[config.mk]
export PLATFORM = sky130hd
export DESIGN_NAME = fpga_serial_loader
export DESIGN_NICKNAME = d
export VERILOG_FILES = /design/src/rtl/fpga_serial_loader.sv
export SDC_FILE = /design/constraint.sdc
export NUM_CORES = 1
export LEC_CHECK = 0
export BUFFER_PORTS_ARGS = -buffer_cell sky130_fd_sc_hd__buf_2
export CORE_ASPECT_RATIO = 0.7
export CORE_UTILIZATION = 35
export CTS_CLUSTER_DIAMETER = 60
export DETAILED_ROUTE_END_ITERATION = 8
export PLACE_DENSITY = 0.58
export SYNTH_ARGS = -nofsm -noshare
export SYNTH_HDL_FRONTEND = slang
export SYNTH_SLANG_ARGS = --single-unit
export TNS_END_PERCENT = 10
[constraint.sdc]
create_clock -name clk -period 6.2 [get_ports clk]
set_input_delay 0.31 -clock clk [delete_from_list [all_inputs] [get_ports clk]]
set_output_delay 0.31 -clock clk [all_outputs]
set_load 0.01 [all_outputs]
[src/rtl/fpga_serial_loader.sv]
module fpga_serial_loader #(
  parameter int BYTE_W     = 8,
  parameter int PHASE_CLKS = 4,
  parameter int POLL_CLKS  = 25000,
  parameter int POLL_LIMIT = 4,
  parameter int PAD_BYTES  = 8
) (
  input  logic              clk,
  input  logic              rst_n,
  input  logic              start,
  input  logic              pad_ones,
  input  logic              src_valid,
  input  logic [BYTE_W-1:0] src_data,
  input  logic              src_last,
  output logic              src_ready,
  output logic              cfg_prog_n,
  output logic              cfg_cclk,
  output logic              cfg_din,
  input  logic              cfg_init_n,
  input  logic              cfg_done,
  output logic              busy,
  output logic              done,
  output logic [1:0]        err_code
);
  localparam int TMO = POLL_CLKS * POLL_LIMIT;
  localparam int TW  = $clog2(TMO + 1);
  localparam int PCW = (PHASE_CLKS > 1) ? $clog2(PHASE_CLKS) : 1;
  localparam int BIW = $clog2(BYTE_W);
  localparam int PDW = $clog2(PAD_BYTES + 1);

  typedef enum logic [2:0] {S_IDLE, S_PROG, S_WINIT, S_FETCH, S_SHIFT, S_WDONE} st_t;

  st_t              st;
  logic [TW-1:0]    tmr;
  logic [PCW-1:0]   ph_cnt;
  logic [1:0]       ph;
  logic [BIW-1:0]   bit_idx;
  logic [BYTE_W-1:0] shreg;
  logic             last_q;
  logic [PDW-1:0]   pad_left;
  logic             done_q;
  logic [1:0]       err_q;
  logic             init_m, init_s, done_m, done_s;
  logic             prog_n_q, cclk_q, din_q;

  wire tmo_hit  = (tmr == TW'(TMO - 1));
  wire ph_end   = (ph_cnt == PCW'(PHASE_CLKS - 1));
  wire byte_end = (bit_idx == BIW'(BYTE_W - 1));

  assign src_ready  = (st == S_FETCH);
  assign busy       = (st != S_IDLE);
  assign done       = done_q;
  assign err_code   = err_q;
  assign cfg_prog_n = prog_n_q;
  assign cfg_cclk   = cclk_q;
  assign cfg_din    = din_q;

  always_ff @(posedge clk or negedge rst_n) begin
    if (!rst_n) begin
      init_m <= 1'b1; init_s <= 1'b1;
      done_m <= 1'b0; done_s <= 1'b0;
    end else begin
      init_m <= cfg_init_n; init_s <= init_m;
      done_m <= cfg_done;   done_s <= done_m;
    end
  end

  always_ff @(posedge clk or negedge rst_n) begin
    if (!rst_n) begin
      prog_n_q <= 1'b1;
      cclk_q   <= 1'b1;
      din_q    <= 1'b1;
    end else begin
      prog_n_q <= (st != S_PROG);
      cclk_q   <= !(st == S_SHIFT && !ph[1]);
      din_q    <= !(st == S_SHIFT && (ph == 2'd1 || ph == 2'd2) && !shreg[BYTE_W-1]);
    end
  end

  always_ff @(posedge clk or negedge rst_n) begin
    if (!rst_n) begin
      st       <= S_IDLE;
      tmr      <= '0;
      ph_cnt   <= '0;
      ph       <= 2'd0;
      bit_idx  <= '0;
      shreg    <= '1;
      last_q   <= 1'b0;
      pad_left <= '0;
      done_q   <= 1'b0;
      err_q    <= 2'd0;
    end else begin
      case (st)
        S_IDLE: if (start) begin
          st       <= S_PROG;
          tmr      <= '0;
          done_q   <= 1'b0;
          err_q    <= 2'd0;
          pad_left <= pad_ones ? PDW'(PAD_BYTES) : '0;
        end
        S_PROG: begin
          if (!init_s) begin
            st  <= S_WINIT;
            tmr <= '0;
          end else if (tmo_hit) begin
            st    <= S_IDLE;
            err_q <= 2'd1;
          end else tmr <= tmr + 1'b1;
        end
        S_WINIT: begin
          if (init_s) st <= S_FETCH;
          else if (tmo_hit) begin
            st    <= S_IDLE;
            err_q <= 2'd2;
          end else tmr <= tmr + 1'b1;
        end
        S_FETCH: if (src_valid) begin
          st      <= S_SHIFT;
          shreg   <= src_data;
          last_q  <= src_last;
          ph      <= 2'd0;
          ph_cnt  <= '0;
          bit_idx <= '0;
        end
        S_SHIFT: begin
          if (!ph_end) ph_cnt <= ph_cnt + 1'b1;
          else begin
            ph_cnt <= '0;
            ph     <= ph + 2'd1;
            if (ph == 2'd3) begin
              if (!byte_end) begin
                bit_idx <= bit_idx + 1'b1;
                shreg   <= {shreg[BYTE_W-2:0], 1'b0};
              end else begin
                bit_idx <= '0;
                if (!last_q) st <= S_FETCH;
                else if (pad_left != '0) begin
                  shreg    <= '1;
                  pad_left <= pad_left - 1'b1;
                end else begin
                  st  <= S_WDONE;
                  tmr <= '0;
                end
              end
            end
          end
        end
        S_WDONE: begin
          if (done_s) begin
            st     <= S_IDLE;
            done_q <= 1'b1;
          end else if (tmo_hit) begin
            st    <= S_IDLE;
            err_q <= 2'd3;
          end else tmr <= tmr + 1'b1;
        end
        default: st <= S_IDLE;
      endcase
    end
  end
endmodule


-- After elaboration in Yosys (flattened, before gate mapping)
Index checks and enable logic that the tools add are counted.
- bits in registers: 50
- bits in latches: 0
- memory bits (writable): 0
- memory bits (read-only): 0
- input port bits: 16
- output and inout bits: 8
- logic and storage cells: 137
- memories kept: 0
- $add $sub $neg: 5
- multiply operators: 0
- divide/modulo/power cells: 0
- magnitude comparators: 0
- eq/ne operators: 30
- shift-type cells: 0
- multiplexer cells: 59
- bitwise operators: 0
- reductions and logical operators: 26
- operators by type and width (operator ; number):
    $mux 17 ; 10
    $pmux 17 s5 ; 1
    $mux 8 ; 6
    $mux 3 ; 15
    $mux 4 ; 7
    $ne 2x2->1 const B ; 13
    $mux 2 ; 10
    $pmux 3 s6 ; 1
    $add 17x1->17 const B ; 1
    $eq 17x17->1 const B ; 1
    $pmux 8 s2 ; 1
    $reduce_and 6->1 ; 2
    $eq 3x3->1 const B ; 3
    $reduce_and 9->1 ; 1
    $pmux 2 s2 ; 2
    $pmux 2 s4 ; 1
    $pmux 4 s2 ; 1
    $reduce_and 8->1 ; 1
    $reduce_bool 4->1 ; 2
    $reduce_and 7->1 ; 1
    $eq 2x2->1 const B ; 3
    $eq 3x2->1 const B ; 2
    $ne 3x3->1 const B ; 2
    $pmux 3 s2 ; 1
    other kinds (20) ; 32

-- Logic depth before layout (Yosys ltp)
- word-level depth: 7
- depth in mapped cells: 8
- depth with buffers taken out: 7

-- Worst setup path after synthesis
No wires, ideal clock.
- path kind: reg2reg
- start point: register ph_cnt[0]
- end point: register tmr[3]
- library setup time: 0.129 ns
- arrival: 1.951 ns
- required time: 6.071 ns
- slack: 4.121 ns
- stages on the path, launching flop included: 9
- path buffers: 2
- period minus slack after synthesis: 2.079 ns
- cells stage by stage: dfrtp_1 ha_1 clkbuf_1 nand2_1 a221o_1 a2111o_1 buf_2 o21ai_1 o41ai_2
- cells in the longest elaborated chain, start to end: 3
- RTL lines (what ; line ; RTL):
    start, declared ; 35 ; logic [PCW-1:0] ph_cnt;
    start signal, assigned ; 126 ; if (!ph_end) ph_cnt <= ph_cnt + 1'b1;
    $eq 2x2->1 ; 47 ; wire ph_end = (ph_cnt == PCW'(PHASE_CLKS - 1));
    $ne 2x2->1 (no source line) ; n/a ;
    $reduce_and 9->1 (no source line) ; n/a ;
    end signal, assigned ; 108 ; end else tmr <= tmr + 1'b1;
    end signal, assigned ; 115 ; end else tmr <= tmr + 1'b1;
    end signal, assigned ; 155 ; end else tmr <= tmr + 1'b1;
    end, declared ; 34 ; logic [TW-1:0] tmr;
Every way passes these cells.
A chain may end at the register's enable or synchronous reset.

-- Worst setup path after layout
- start point: register bit_idx[0]
- end point: register tmr[13]
- cells in the longest elaborated chain, start to end: 3
- RTL lines (what ; line ; RTL):
    start, declared ; 37 ; logic [BIW-1:0] bit_idx;
    start signal, assigned ; 132 ; bit_idx <= bit_idx + 1'b1;
    $eq 3x3->1 ; 48 ; wire byte_end = (bit_idx == BIW'(BYTE_W - 1));
    $ne 2x2->1 (no source line) ; n/a ;
    $reduce_and 9->1 (no source line) ; n/a ;
Every way passes these cells.

==> metrics.yaml <==
sta:
  finalSetupViolCount: 0
  relSlewSlack_pct: 31.8
  hold_viol: 0
  worstMarginPinSlew_ns: 1.01
  grt_setup_unrepaired: "no"
  fin_crit_sh_pct: 42.1
  setup_tns_ns: 0
  worst_slack_ns: 3.59
  skew_ns: 0.0112
  min_period_ns: 2.61
  slew_violations: 0
  fmax_ghz: 0.384
clock_network:
  root_buffer: "clkbuf_16"
  ctsHoldBuffers: 0
  cts-buffers-inserted: 5
  clock_latency_ns: 0.29
  cts_tree: "done"
  htree_num_levels: 2
  postCtsSetupRepairBufs: 0
  cts_resized: 0
  cts_sinks: 50
  clkTransAtPathRegs_ns: 0.07
  clockBufferDepth: 2
min_path:
  hold_path.class: "in -> async"
logic_synthesis:
  synth_edf_count: 0
  ys_types: 49
  avgSynthCellArea_sq_um: 9.00
  yosysWarnings: 0
  yosys-top-cells-area: "dfrtp_1 (33%), dfstp_2 (12%), o21ai_1 (5.2%)"
  synth.most_common_cell: "dfrtp_1"
  synth-main-ff-cell: "dfrtp_1"
  synth_fa_ha_area_share_pct: 3.16
  syn_area_sq_um: 2770
  synth_top_family_by_area: "simple AND/OR/NAND/NOR gates"
  yosysTopAreaCell: "dfrtp_1"
  muxShareOfSynthArea_pct: 3.66
  synthCells: 308
  synthSimpleGateAreaFrac_pct: 25.1
  synth_top_area_share_pct: 33.4
  ys_seq_area_share_pct: 45.7
  synthesis.nets: 331
  synth_common_cells: "dfrtp_1 (37), nor2_1 (32), nand2_1 (29), o21ai_1 (29), nand3_1 (23)"
  synth_xor_xnor_area_share_pct: 0
  synth-compound-area-share_pct: 18.6
  async_flop_share_pct: 100
  ys_ff_latch: 50
die:
  start_util_pct: 37.1
  fp.dieW_um: 108
  die_area_sq_um: 8290
  die_h_um: 76.5
  num_rows: 26
  coreArea_sq_um: 7480
  boundaryPins: 24
setup_path:
  crit_path_end_kind: "flop"
  worstPathRequired_ns: 6.42
  crit_arrival_ns: 2.83
  crit_path_frequent_cell: "ha_1"
  cp_num_buf_inv: 0
  cp_slowest_cell: "nor4_4"
  path_class: "reg -> reg"
  worstSetupStartpoint: "bit_idx[0]"
  r2r_start: "bit_idx[0]"
  max_stage_delay_ns: 0.72
  crit_path_start_kind: "flop"
  crit_fanout: 14
  critPathTopFamily: "simple AND/OR/NAND/NOR gates"
  path_cells: "ha_1 -> ha_1 -> nand2_1 -> a221o_1 -> nor4_4 -> nand4_1 -> o21ai_1"
route:
  drt_iter0_markers: 107
  dr_total_vias: 2319
  drt-pass1-iter-count: 4
  avgRoutedWirePerCell_um: 14.8
  drtAntennaViolNets: 0
  wirelength_um: 6300
  viasPerCell: 5.46
  drc_errors: 0
final_layout:
  final_area_sq_um: 3110
  drive_above_1_share_pct: 16.5
  final_cell_count_no_fill: 425
  antenna_cells: 0
  layout.nets: 349
  syn_to_final_growth_pct: 12.1
  n_fill_cell: 762
global_route:
  antenna_found_initial: 0
  grt_first_pass_wirelength_um: 11200
  grt_max_degree: 51
  grt_pass1_vias: 2286
  gr-total-overflow: 0
  grt_usage_pct: 16.9
power:
  p_leak_nw: 1.32
  total_power_w: 0.00123
  power.density_nw_per_um2: 397
  ir_worst_vdd_mv: 0.222
placed_design:
  placed_cells: 417
  dp_hpwl_um: 4370
  portBuffers: 23
  gp_congestion: 0.800
  dp_slack_ns: 3.65
  placed_cell_area_sq_um: 2960
flow_run:
  maxCapViolCount: 0
status:
  status: "completed"
[worst reg2reg max path: stages, from the launching register on]
cell and delay, ns:
dfrtp_1 0.38, ha_1 0.16, ha_1 0.43, nand2_1 0.12, a221o_1 0.40, nor4_4 0.72
nand4_1 0.19, o21ai_1 0.15
[flip-flops by register name (all words and copies together), names as in the netlist, 2 cells and up]
name	cells
bit_idx	3
ph_cnt	2
st	3
err_code	2
tmr	17
pad_left	4
shreg	8
ph	2
[where the power goes]
group	switching (W)	total [W]	internal, W
Combinational	0.000276	0.000444	0.000168
Clock	0.000126	0.000277	0.000151
Sequential	0.0000817	0.000511	0.000429
Total	0.000484	0.00123	0.000749
[metrics by stage]
step                util, %  hold WS, ns
finish                 41.5        0.118
global route           41.5        0.104
CTS                    41.5        0.113
detailed placement     39.5        0.337
global placement       39.5        0.332
floorplan                 -       0.0144
[layer usage]
layer	GRT usage (%)	share of wire, %
met2	23.6	41
met3	3.08	5.1
met4	4.32	1.0
met5	0	0
met1	26.3	53
[final timing paths]
kind / endpoint / slack [ns] / cells past startpoint
worst min register to register: done_s / 0.35 / 0
worst max register to register: tmr[13] / 3.59 / 7
worst min-delay path: bit_idx[2] / 0.12 / 2
worst max-delay path: tmr[13] / 3.59 / 7
max in group asynchronous: pad_left[3] / 5.65 / 2
min in group clk: init_m / 0.12 / 1
[layout make-up]
| type | instances | area (sq um) | share of cell area, % |
|---|---|---|---|
| Sequential cell | 50 | 1270 | 40.8 |
| Clock inverter | 3 | 23.8 | 0.765 |
| Clock buffer | 5 | 125 | 4.03 |
| Inverter | 10 | 37.5 | 1.21 |
| Tap cell | 98 | 123 | 3.95 |
| Multi-Input combinational cell | 234 | 1400 | 45.1 |
| Timing Repair Buffer | 25 | 130 | 4.19 |
[cells in the final DEF, fill, tap and decap left out, types with 3 or more instances in the layout]
cell type / Yosys / final
or3_1: 4 / 4
nand3_1: 23 / 23
and3_1: 3 / 3
o22a_1: 3 / 3
a21oi_1: 14 / 14
inv_2: 3 / 3
o22ai_1: 3 / 3
and2_1: 4 / 4
nor3_1: 11 / 11
nor2b_1: 3 / 3
buf_2: 5 / 23
nand4_1: 8 / 8
nor4b_1: 3 / 3
clkbuf_16: 0 / 5
dfrtp_1: 37 / 37
nand2_1: 29 / 29
o221ai_1: 3 / 3
inv_1: 7 / 7
dfstp_2: 13 / 13
o21ai_0: 7 / 7
nor2_1: 32 / 32
a31oi_1: 8 / 8
mux2_1: 9 / 9
ha_1: 7 / 7
o21ai_1: 29 / 29
nand2b_1: 4 / 4
[logic make-up after synthesis]
family | Yosys count
AO/OA/AOI/OAI | 83
multiplexers | 9
adder cells (fa/ha/maj) | 7
AND/OR/NAND/NOR | 135
buffers and inverters | 24
flip-flops | 50
Power figures use the tool's default switching activity.
